[config.mk]
export PLATFORM = sky130hd
export DESIGN_NAME = sirq_host
export DESIGN_NICKNAME = d
export VERILOG_FILES = /design/src/rtl/sirq_host_pkg.sv /design/src/rtl/sirq_host_startdet.sv /design/src/rtl/sirq_host_seq.sv /design/src/rtl/sirq_host_capture.sv /design/src/rtl/sirq_host.sv
export SDC_FILE = /design/constraint.sdc
export NUM_CORES = 1
export LEC_CHECK = 0
export ABC_AREA = 1
export BUFFER_PORTS_ARGS = -buffer_cell sky130_fd_sc_hd__buf_2
export CAP_MARGIN = 0
export CORE_ASPECT_RATIO = 1.5
export CORE_UTILIZATION = 50
export DETAILED_ROUTE_END_ITERATION = 7
export PLACE_DENSITY = 0.72
export SKIP_LAST_GASP = 1
export SYNTH_ARGS = -nofsm -noshare
export SYNTH_HDL_FRONTEND = slang
export SYNTH_SLANG_ARGS = --single-unit
[constraint.sdc]
create_clock -name clk -period 1.6 [get_ports clk]
set_input_delay 0.32 -clock clk [delete_from_list [all_inputs] [get_ports clk]]
set_output_delay 0.32 -clock clk [all_outputs]
set_load 0.05 [all_outputs]
[src/rtl/sirq_host_pkg.sv]
// Package: shared types and constants for the serial interrupt host.
// Assumes a bus clock shared by all agents; widths here bound the
// start/stop/gap counter.
package sirq_host_pkg;

    typedef enum logic [2:0] {
        ST_BOOT,
        ST_START,
        ST_TURN,
        ST_FRAME,
        ST_STOP,
        ST_GAP,
        ST_QIDLE
    } seq_state_e;

    typedef enum logic [1:0] {
        PH_SAMPLE,
        PH_RECOVER,
        PH_TURN
    } frame_phase_e;

    localparam int unsigned CNT_W           = 4;
    localparam int unsigned STOP_QUIET_CLKS = 2;
    localparam int unsigned STOP_CONT_CLKS  = 3;
    localparam int unsigned GAP_CLKS        = 2;

    // Map the width select code to the start frame low time in clocks.
    function automatic logic [CNT_W-1:0] start_clks(input logic [1:0] sel);
        case (sel)
            2'b00:   return CNT_W'(4);
            2'b01:   return CNT_W'(6);
            default: return CNT_W'(8);
        endcase
    endfunction

endpackage

[src/rtl/sirq_host_startdet.sv]
// Module: sirq_host_startdet
// Decides how a quiet-mode wait ends. A low level on the line seen while
// waiting marks a start frame opened by a peripheral; otherwise a drop of
// quiet_req wakes the host to open its own start. Assumes the line input
// is already synchronous to clk. Peripheral start has priority.
module sirq_host_startdet (
    input  logic in_qidle,
    input  logic line_in,
    input  logic quiet_req,
    output logic periph_start,
    output logic host_wake
);

    // Combine wait state, line level and mode request into the two exits.
    always_comb begin
        periph_start = in_qidle && !line_in;
        host_wake    = in_qidle && line_in && !quiet_req;
    end

endmodule

[src/rtl/sirq_host_seq.sv]
// Module: sirq_host_seq
// Frame sequencer of the host: boot, start frame, turnaround, NUM_FRAMES
// three-clock data frames, stop frame whose width carries the next mode,
// idle gap, then either an immediate restart (continuous) or a wait for
// a start (quiet). Assumes periph_start/host_wake are only raised in the
// quiet wait state.
module sirq_host_seq
    import sirq_host_pkg::*;
#(
    parameter int NUM_FRAMES = 17,
    localparam int FRM_W = (NUM_FRAMES > 1) ? $clog2(NUM_FRAMES) : 1
) (
    input  logic             clk,
    input  logic             rst_n,
    input  logic [1:0]       start_sel,
    input  logic             quiet_req,
    input  logic             periph_start,
    input  logic             host_wake,
    output logic             drive_low,
    output logic             cycle_busy,
    output logic             in_qidle,
    output logic             sample_en,
    output logic [FRM_W-1:0] frame_idx
);

    localparam logic [FRM_W-1:0] LAST_FRAME = FRM_W'(NUM_FRAMES - 1);

    seq_state_e       state_q, state_n;
    frame_phase_e     phase_q, phase_n;
    logic [CNT_W-1:0] cnt_q, cnt_n;
    logic [CNT_W-1:0] len_q, len_n;
    logic [FRM_W-1:0] frame_q, frame_n;
    logic             quiet_q, quiet_n;
    logic [CNT_W-1:0] stop_last;

    // Last count value of the stop frame for the latched mode.
    always_comb begin
        stop_last = quiet_q ? CNT_W'(STOP_QUIET_CLKS - 1) : CNT_W'(STOP_CONT_CLKS - 1);
    end

    // Next-state logic of the frame sequencer.
    always_comb begin
        state_n = state_q;
        phase_n = phase_q;
        cnt_n   = cnt_q;
        len_n   = len_q;
        frame_n = frame_q;
        quiet_n = quiet_q;
        case (state_q)
            ST_BOOT: begin
                state_n = ST_START;
                cnt_n   = '0;
                len_n   = start_clks(start_sel);
            end
            ST_START: begin
                if (cnt_q == len_q - CNT_W'(1)) begin
                    state_n = ST_TURN;
                    cnt_n   = '0;
                end else begin
                    cnt_n = cnt_q + CNT_W'(1);
                end
            end
            ST_TURN: begin
                state_n = ST_FRAME;
                frame_n = '0;
                phase_n = PH_SAMPLE;
            end
            ST_FRAME: begin
                case (phase_q)
                    PH_SAMPLE:  phase_n = PH_RECOVER;
                    PH_RECOVER: phase_n = PH_TURN;
                    default: begin
                        phase_n = PH_SAMPLE;
                        if (frame_q == LAST_FRAME) begin
                            state_n = ST_STOP;
                            cnt_n   = '0;
                            quiet_n = quiet_req;
                        end else begin
                            frame_n = frame_q + FRM_W'(1);
                        end
                    end
                endcase
            end
            ST_STOP: begin
                if (cnt_q == stop_last) begin
                    state_n = ST_GAP;
                    cnt_n   = '0;
                end else begin
                    cnt_n = cnt_q + CNT_W'(1);
                end
            end
            ST_GAP: begin
                if (cnt_q == CNT_W'(GAP_CLKS - 1)) begin
                    cnt_n = '0;
                    if (quiet_q) begin
                        state_n = ST_QIDLE;
                    end else begin
                        state_n = ST_START;
                        len_n   = start_clks(start_sel);
                    end
                end else begin
                    cnt_n = cnt_q + CNT_W'(1);
                end
            end
            ST_QIDLE: begin
                if (periph_start) begin
                    state_n = ST_START;
                    cnt_n   = CNT_W'(1);
                    len_n   = start_clks(start_sel);
                end else if (host_wake) begin
                    state_n = ST_START;
                    cnt_n   = '0;
                    len_n   = start_clks(start_sel);
                end
            end
            default: state_n = ST_BOOT;
        endcase
    end

    // Sequencer state registers with synchronous reset into the boot state.
    always_ff @(posedge clk) begin
        if (!rst_n) begin
            state_q <= ST_BOOT;
            phase_q <= PH_SAMPLE;
            cnt_q   <= '0;
            len_q   <= start_clks(2'b00);
            frame_q <= '0;
            quiet_q <= 1'b0;
        end else begin
            state_q <= state_n;
            phase_q <= phase_n;
            cnt_q   <= cnt_n;
            len_q   <= len_n;
            frame_q <= frame_n;
            quiet_q <= quiet_n;
        end
    end

    // Decode the registered state into the control strobes.
    always_comb begin
        drive_low  = (state_q == ST_START) || (state_q == ST_STOP);
        cycle_busy = (state_q == ST_START) || (state_q == ST_TURN) ||
                     (state_q == ST_FRAME) || (state_q == ST_STOP);
        in_qidle   = (state_q == ST_QIDLE);
        sample_en  = (state_q == ST_FRAME) && (phase_q == PH_SAMPLE);
        frame_idx  = frame_q;
    end

endmodule

[src/rtl/sirq_host_capture.sv]
// Module: sirq_host_capture
// Holds one latched interrupt level per frame. In the sample clock of
// frame i, bit i takes the inverted line level (line low = asserted).
// Assumes frame_idx is below NUM_FRAMES whenever sample_en is high.
module sirq_host_capture #(
    parameter int NUM_FRAMES = 17,
    localparam int FRM_W = (NUM_FRAMES > 1) ? $clog2(NUM_FRAMES) : 1
) (
    input  logic                  clk,
    input  logic                  rst_n,
    input  logic                  sample_en,
    input  logic [FRM_W-1:0]      frame_idx,
    input  logic                  line_in,
    output logic [NUM_FRAMES-1:0] irq_vec
);

    logic [NUM_FRAMES-1:0] hit;
    logic [NUM_FRAMES-1:0] vec_q;

    // One decode per frame selects the bit written in this clock.
    for (genvar i = 0; i < NUM_FRAMES; i++) begin : g_hit
        assign hit[i] = sample_en && (frame_idx == FRM_W'(i));
    end

    // Update the selected bit, keep all others.
    always_ff @(posedge clk) begin
        if (!rst_n) begin
            vec_q <= '0;
        end else begin
            vec_q <= (vec_q & ~hit) | (hit & {NUM_FRAMES{~line_in}});
        end
    end

    assign irq_vec = vec_q;

endmodule

[src/rtl/sirq_host.sv]
// Module: sirq_host
// Top of the serial interrupt host: ties the sequencer, the quiet-mode
// start detector and the per-frame capture register to the shared line.
// Assumes an external open-drain pad: the line is low when sirq_oe is high.
module sirq_host #(
    parameter int NUM_FRAMES = 17
) (
    input  logic                  clk,
    input  logic                  rst_n,
    input  logic                  sirq_in,
    output logic                  sirq_out,
    output logic                  sirq_oe,
    input  logic [1:0]            start_sel,
    input  logic                  quiet_req,
    output logic [NUM_FRAMES-1:0] irq_vec,
    output logic                  eoi_hold
);

    localparam int FRM_W = (NUM_FRAMES > 1) ? $clog2(NUM_FRAMES) : 1;

    logic             periph_start;
    logic             host_wake;
    logic             drive_low;
    logic             cycle_busy;
    logic             in_qidle;
    logic             sample_en;
    logic [FRM_W-1:0] frame_idx;

    sirq_host_startdet u_startdet (
        .in_qidle     (in_qidle),
        .line_in      (sirq_in),
        .quiet_req    (quiet_req),
        .periph_start (periph_start),
        .host_wake    (host_wake)
    );

    sirq_host_seq #(.NUM_FRAMES(NUM_FRAMES)) u_seq (
        .clk          (clk),
        .rst_n        (rst_n),
        .start_sel    (start_sel),
        .quiet_req    (quiet_req),
        .periph_start (periph_start),
        .host_wake    (host_wake),
        .drive_low    (drive_low),
        .cycle_busy   (cycle_busy),
        .in_qidle     (in_qidle),
        .sample_en    (sample_en),
        .frame_idx    (frame_idx)
    );

    sirq_host_capture #(.NUM_FRAMES(NUM_FRAMES)) u_capture (
        .clk       (clk),
        .rst_n     (rst_n),
        .sample_en (sample_en),
        .frame_idx (frame_idx),
        .line_in   (sirq_in),
        .irq_vec   (irq_vec)
    );

    // Open-drain drive: value fixed low, enable from the sequencer.
    always_comb begin
        sirq_out = 1'b0;
        sirq_oe  = drive_low;
        eoi_hold = cycle_busy;
    end

endmodule

Word-level counts from Yosys, hierarchy flattened --
Index checks and enable logic that the tools add are counted.
Storage, ports and cells: flip-flop bits (word level) 36, input port bits 6
Operators by class: $add $sub $neg 3, eq/ne operators 35, multiplexer cells 29, bitwise logic cells 6, reduce and logical (&&, ||, !) cells 40
Operators with widths (count):
- $mux 4 | 11
- $eq 5x4->1 const B | 8
- $and 17x17->17 | 2
- $mux 3 | 8
- $pmux 4 s6 | 1
- $logic_and 1x1->1 | 21
- $pmux 3 s7 | 1
- $eq 5x3->1 const B | 4
- $not 17->17 | 1
- $or 17x17->17 | 1
- $pmux 4 s3 | 1
- $eq 5x2->1 const B | 2
- $mux 5 | 2
- $pmux 5 s2 | 1
- $eq 3x3->1 const B | 3
- $eq 4x4->1 | 2
- $ne 2x1->1 const B | 4
- $pmux 2 s2 | 2
- $pmux 4 s2 | 1
- $reduce_and 4->1 | 2
- $eq 3x2->1 const B | 2
- $ne 2x2->1 const B | 3
- $reduce_and 3->1 | 2
- $reduce_and 6->1 | 1
- 20 further kinds | 27

Depth between registers and ports, before layout --
Gate-level depths: netlist of run 1.
word-level depth 6, mapped depth 11

Cells and area by module --
From an unflattened synthesis of run 1, not the netlist that was laid out.
Unflattened totals: cell total of the unflattened synthesis 360, area total of the unflattened synthesis 2260.9 µm²
By module, submodules not included:
- sirq_host_seq | instances 1, cells each 196, area an instance 1273.7 µm², seq. area each 360.3 µm²
- sirq_host_capture | instances 1, cells each 158, area an instance 958.4 µm², seq. area each 340.3 µm²
- sirq_host_startdet | instances 1, cells each 4, area an instance 17.5 µm², seq. area each 0.0 µm²
- sirq_host | instances 1, cells each 2, area an instance 11.3 µm², seq. area each 0.0 µm²

Least setup slack after synthesis of run 1 --
Ideal clock, no wire load.
path kind flip-flop to output port, from reg u_seq.state_q[0], to out eoi_hold, data arrival time 1.235 ns, required time 1.280 ns, slack 0.045 ns, cell stages (with the launch flop) 5, path through dfxtp_1 > inv_2 > nor2_8 > inv_1 > nand4_1
Between the ends: cells in the longest elaborated chain, start to end 4, elaborated cells between the ends (all ways) 7
RTL lines:
- from (decl) | RTL line sirq_host_seq.sv:28 | seq_state_e state_q, state_n;
- from (signal assigned) | RTL line sirq_host_seq.sv:130 | state_q <= state_n;
- $eq 3x1->1 or $eq 3x2->1 (tied branches) | RTL line sirq_host_seq.sv:142 | cycle_busy = (state_q == ST_START) || (state_q == ST_TURN) ||
- $logic_or 1x1->1 (2 in series) | RTL line sirq_host_seq.sv:142
- $logic_or 1x1->1 * | RTL line sirq_host_seq.sv:143 | (state_q == ST_FRAME) || (state_q == ST_STOP);
- to (decl) | RTL line sirq_host.sv:16 | output logic eoi_hold
Mark *: on every way between the ends. The rest lies on a longest branch, timed or not.

Worst setup path after layout of run 1 --
from reg u_seq.state_q[2], to out eoi_hold
The elaborated chain is that of the path after synthesis.

==> results.cfg, run 1 <==
[critical_path]
endpoint_kind = primary output
crit_chain = inv_8, nand2_8, nor2_8, inv_1, nand4_1, buf_6
cp_slowest_stage_delay_ns = 0.37
cp_max_fo = 4
critical_path_class = flop to primary output
setup.worst_path.start_class = flop
cp_num_cells = 6
slowest_stage = dfxtp_4
reg2reg_depth = 11
crit_family = flip-flops
critPathBufInv = 3
worstPathRequired_ns = 1.28
arrival_ns = 1.22

[yosys]
synth_edf_count = 0
ys.flop_type = dfxtp_1
yosysWarnings = 0
synth_nets = 297
synth_top_cell_by_area = dfxtp_1
syn_inst = 283
yosys-top-cells-area = dfxtp_1 35%, nand2_1 9.5%, inv_1 7.2%, a21oi_1 6.4%, nor2_1 5.7%
avgSynthCellArea_um2 = 7.15
synth_top_area_share_pct = 34.6
synth.distinct_cells = 38
yosys-top-cells-count = 51 x nand2_1, 39 x inv_1, 35 x dfxtp_1
yosysSeqAreaShare_pct = 34.6
syn_area_mm2 = 0.00202
yosysMostFrequentCell = nand2_1
async_reset_ff_share_pct = 0
ys_ff_latch = 35

[placed_design]
portBuffers = 24
place_worst_setup_slack_ns = 0.0230
post-dp-hpwl_um = 3570
dp_cells = 356
routabilityCongestion = 0.874

[die]
dieHeight_um = 79.9
start_util_pct = 51.6
die_area_mm2 = 0.00431
core_mm2 = 0.00392
dieWidth_um = 54.0
rows = 28
ios = 26

[global_route]
first_global_vias = 1856
gr-total-overflow = 0
grt_pass1_wl_um = 7800
grt_max_degree = 16
grt.total_usage_pct = 25.1
antenna_found_initial = 0

[cells_and_area]
area_delta_synth_final_pct = 26.3
final_cells = 370
drive_gt1_share_pct = 30.8
final_core_util_pct = 65.1
finalNetCount = 339
fillerInstances = 369
insertedDiodeCount = 0

[power_and_ir_drop]
peakVddDrop_mv = 1.59
p_per_area_mw_per_mm2 = 1520
leakagePower_uw = 0.00120

[route]
vias = 1983
dr.pass1.iters = 4
drt-initial-drc-count = 47
wirelength_um = 4940
post_drt_wl_per_cell_um = 13.3
drc = 0
postRouteAntennaNets = 0
viasPerCell = 5.36

[clock_tree]
insertion_delay_ns = 0.29
path_clk_slew_ns = 0.07
clkSinkCount = 35
hold_buffers = 0
tritoncts = built
cts_made_buffers = 5
htreeDepth = 2
clock-root-buffer = clkbuf_8
clk_path_buf_depth = 2

[run]
cap_violations = 0

[sta]
setup_violations = 0
finalMaxSlewViolations = 0
clock_skew_ns = 0.0122
hold_violations = 0
timing.final.ws_setup_ns = 0.0577
period_minus_slack_ns = 1.54
fin_crit_sh_pct = 96.4
max_freq_ghz = 0.648

[min_path]
min_path_type = primary input to flop
min_delay_path_depth = 2

[run_status]
status = completed
-- stage by stage --
stage	area (um^2)	TNS [ns]	hold WS, ns	total power (uW)
2_1_floorplan	2020	0	0.418	2310
3_3_place_gp	2240	0	0.435	2670
3_5_place_dp	2240	0	0.441	2700
4_1_cts	2390	-0.00274	0.277	3570
5_1_grt	2560	-0.0178	0.280	4140
6_report	2560	0	0.275	3870
-- path summary, 6_finish.rpt --
check / startpoint / endpoint / slack, ns
max: u_seq.state_q[2]$_SDFFE_PN0P_ / eoi_hold / 0.06
min: rst_n / u_seq.len_q[2]$_SDFFE_PN1P_ / 0.28
max reg2reg: u_seq.state_q[0]$_SDFFE_PN0P_ / u_seq.state_q[2]$_SDFFE_PN0P_ / 0.10
min reg2reg: flop / flop / 0.45
-- repair_timing --
item,CTS,global route
pin swaps,3,15
setup endpoints to repair,2,16
buffers inserted,3,4
gates resized for setup,10,34
-- cells by family (layout without fill, tap and decap cells) --
| family | after synthesis | in the layout | synth area share [%] |
|---|---|---|---|
| compound gates | 55 | 55 | 14.9 |
| xor+xnor | 2 | 2 | 0.865 |
| fa+ha+maj | 8 | 8 | 4.94 |
| buf+inv | 49 | 91 | 9.95 |
| flops | 35 | 35 | 34.6 |
| other cells | 1 | 1 | 0.185 |
| simple gates | 133 | 133 | 34.5 |
-- cell type report --
type / instances / area (um^2) / share of cell area [%]
inverters: 42 / 169 / 6.61
clock buffers: 6 / 72.6 / 2.84
flip-flops and latches: 35 / 716 / 28.0
well taps: 45 / 56.3 / 2.20
multi-input cells: 199 / 1240 / 48.6
repair buffers: 42 / 272 / 10.6
clock inverters: 1 / 30.0 / 1.17
-- layer usage --
metal,track usage (%),wire [um]
met1,24.2,1850
met2,45.7,2670
met3,4.00,207
met4,16.8,220
met5,0,0
-- where the power goes --
group	internal (uW)	switching [uW]
sequential	1010	141
clock	457	317
combinational	709	1240
total	2180	1700
-- worst reg2reg max path, stage by stage (launching register included) --
cell     delay (ns)
dfxtp_4        0.38
inv_4          0.12
nor2_8         0.05
buf_6          0.13
buf_6          0.14
nand2_4        0.08
nand2_4        0.06
nor2_4         0.16
nand3_4        0.12
nand2_2        0.08
inv_1          0.03
nor2_1         0.08
-- cell usage in the layout, fill, tap and decap left out, types with 4 or more instances in the layout --
cell type	n
a21oi_1	26
buf_2	22
buf_4	17
clkbuf_8	5
dfxtp_1	29
ha_1	6
inv_1	36
nand2_1	46
nand2_4	8
nand3_1	12
nand4_1	5
nor2_1	29
nor2_2	8
nor2_4	5
nor3_1	4
o21ai_0	10
o21ai_1	8
Note: power is estimated with default switching activity, not from simulation.
==> run 2: changes to the inputs <==
--- a/config.mk
+++ b/config.mk
@@ -11,7 +11,7 @@
 export CORE_ASPECT_RATIO = 1.5
 export CORE_UTILIZATION = 50
 export DETAILED_ROUTE_END_ITERATION = 7
-export PLACE_DENSITY = 0.72
+export PLACE_DENSITY = 0.77
 export SKIP_LAST_GASP = 1
 export SYNTH_ARGS = -nofsm -noshare
 export SYNTH_HDL_FRONTEND = slang
==> run 2 against run 1 <==
Compared with the run above:
- the flow now finishes with violations (setup timing)
- sequential share of layout area increased by 0.21 points
- register-to-register slack got worse by 0.06 ns
- first-iteration DRC count shrank 21%
- flip-flop and latch count did not move
- routed wire length rose by 3.4%
==> results.cfg, run 2 (synthesis results as in run 1) <==
[global_route]
grtUsageMet2_pct = 46.9
grt.total_usage_pct = 26.3
grt.busiest_layer = met2
first_global_vias = 1970
gr-usage-met3_pct = 7.05
grt_pass1_wl_um = 8160
gr-total-overflow = 0
use_met1_pct = 23.1
antenna_found_initial = 0
grt_max_degree = 20

[run_status]
violations = setup timing
status = finished, violations left

[placed_design]
routabilityCongestion = 0.895
dp_cells = 357
portBuffers = 24
post-dp-hpwl_um = 3570

[sta]
max_freq_ghz = 0.620
fin_crit_sh_pct = 101
finalMaxSlewViolations = 0
setup_violations = 1
grt_setup_unrepaired = true
period_minus_slack_ns = 1.61
hold_violations = 0
timing.final.ws_setup_ns = -0.0130
clock_skew_ns = 0.00593

[cells_and_area]
mostFrequentLayoutCells = 49 x nand2_1, 36 x inv_1, 30 x dfxtp_1, 28 x nor2_1, 26 x a21oi_1
final_core_util_pct = 63.9
mostFrequentLayoutCell = nand2_1
insertedDiodeCount = 0
area_delta_synth_final_pct = 23.8
finalNetCount = 340
final_cells = 372
drive_gt1_share_pct = 30.3

[critical_path]
arrival_ns = 1.29
critical_path_class = flop to primary output
setup.worst_path.start_class = flop
endpoint_kind = primary output
worstPathRequired_ns = 1.28
cp_slowest_stage_delay_ns = 0.37
slowest_stage = dfxtp_2
crit_chain = clkinv_4, nor2_4, nand2_4, nand4_1, buf_6
cp_max_fo = 5

[route]
drc = 0
dr.pass1.iters = 4
postRouteAntennaNets = 0
viasPerCell = 5.39
post_drt_wl_per_cell_um = 13.7
wirelength_um = 5110
drt-initial-drc-count = 37
vias = 2005

[clock_tree]
clock-root-buffer = clkbuf_8
clkSinkCount = 35
tritoncts = built
cts_made_buffers = 5
insertion_delay_ns = 0.30
htreeDepth = 2
hold_buffers = 0
clk_path_buf_depth = 2
path_clk_slew_ns = 0.08

[run]
cap_violations = 0

[power_and_ir_drop]
leakagePower_uw = 0.00118
finalPower_uw = 3780
peakVddDrop_mv = 0.935
p_per_area_mw_per_mm2 = 1510

[die]
dieHeight_um = 79.9
dieWidth_um = 54.0
start_util_pct = 51.6
die_area_mm2 = 0.00431
rows = 28
core_mm2 = 0.00392
ios = 26

[min_path]
min_path_type = primary input to flop
==> run 2: cell count changes in the layout (fill, tap and decap cells not counted), sizes merged <==
cell | before | now
buf | 42 | 43
bufinv | 1 | 0
clkinv | 1 | 2
clkbuf | 6 | 5
clkinvlp | 0 | 2
==> run 2: through the flow <==
| step | hold WS (ns) | TNS [ns] | worst slack (ns) | area (um^2) |
|---|---|---|---|---|
| 6_report | 0.345 | -0.0130 | -0.0130 | 2510 |
| 4_1_cts | 0.348 | -0.00121 | -0.00121 | 2410 |
| 3_5_place_dp | 0.439 | -0.0107 | -0.0107 | 2250 |
| 2_1_floorplan | 0.418 | 0 | 0.0454 | 2020 |
| 5_1_grt | 0.352 | -0.613 | -0.0982 | 2510 |
| 3_3_place_gp | 0.433 | 0 | 0.0493 | 2250 |
==> run 2: routing by layer <==
metal	routed length, um	up-vias	part of all wire (%)
met4	246	0	4.8
met2	2780	44	54
met3	159	23	3.1
met5	0	-	0
met1	1920	941	38
li1	-	997	-
==> run 2: report_power, final <==
| group | internal, uW | total [uW] | switching (uW) |
|---|---|---|---|
| Clock | 311 | 689 | 377 |
| Sequential | 999 | 1120 | 117 |
| Combinational | 723 | 1980 | 1250 |
| Total | 2030 | 3780 | 1750 |
==> run 2: final cells by class <==
type	count	area, um^2
clock buffers	5	68.8
clock inverters	3	23.8
fillers	359	1420
inverters	42	164
multi-input cells	199	1210
flip-flops and latches	35	707
well taps	45	56.3
repair buffers	43	275
==> run 2: critical path, delay by kind of cell (launching register included) <==
family	cells	cell delay, ns
flip-flops	1	0.37
AND/OR/NAND/NOR	3	0.33
buffers and inverters	2	0.28
==> run 2: final timing paths <==
check / cells past startpoint / start / slack [ns] / endpoint
worst max-delay path: 5 / u_seq.state_q[2]$_SDFFE_PN0P_ / -0.01 / eoi_hold
worst min-delay path: 3 / start_sel[1] / 0.35 / u_seq.len_q[3]$_SDFFE_PN0P_
worst max register to register: 11 / u_seq.len_q[2]$_SDFFE_PN1P_ / 0.04 / u_seq.state_q[1]$_SDFFE_PN0P_
worst min register to register: 2 / flop / 0.44 / flop
==> run 2: timing repair <==
item                                    CTS  global route
setup buffers                             4             3
pin swaps                                 6            10
cloned                                    0             0
endpoints found under the setup margin    4            10
resized for setup                        15            17
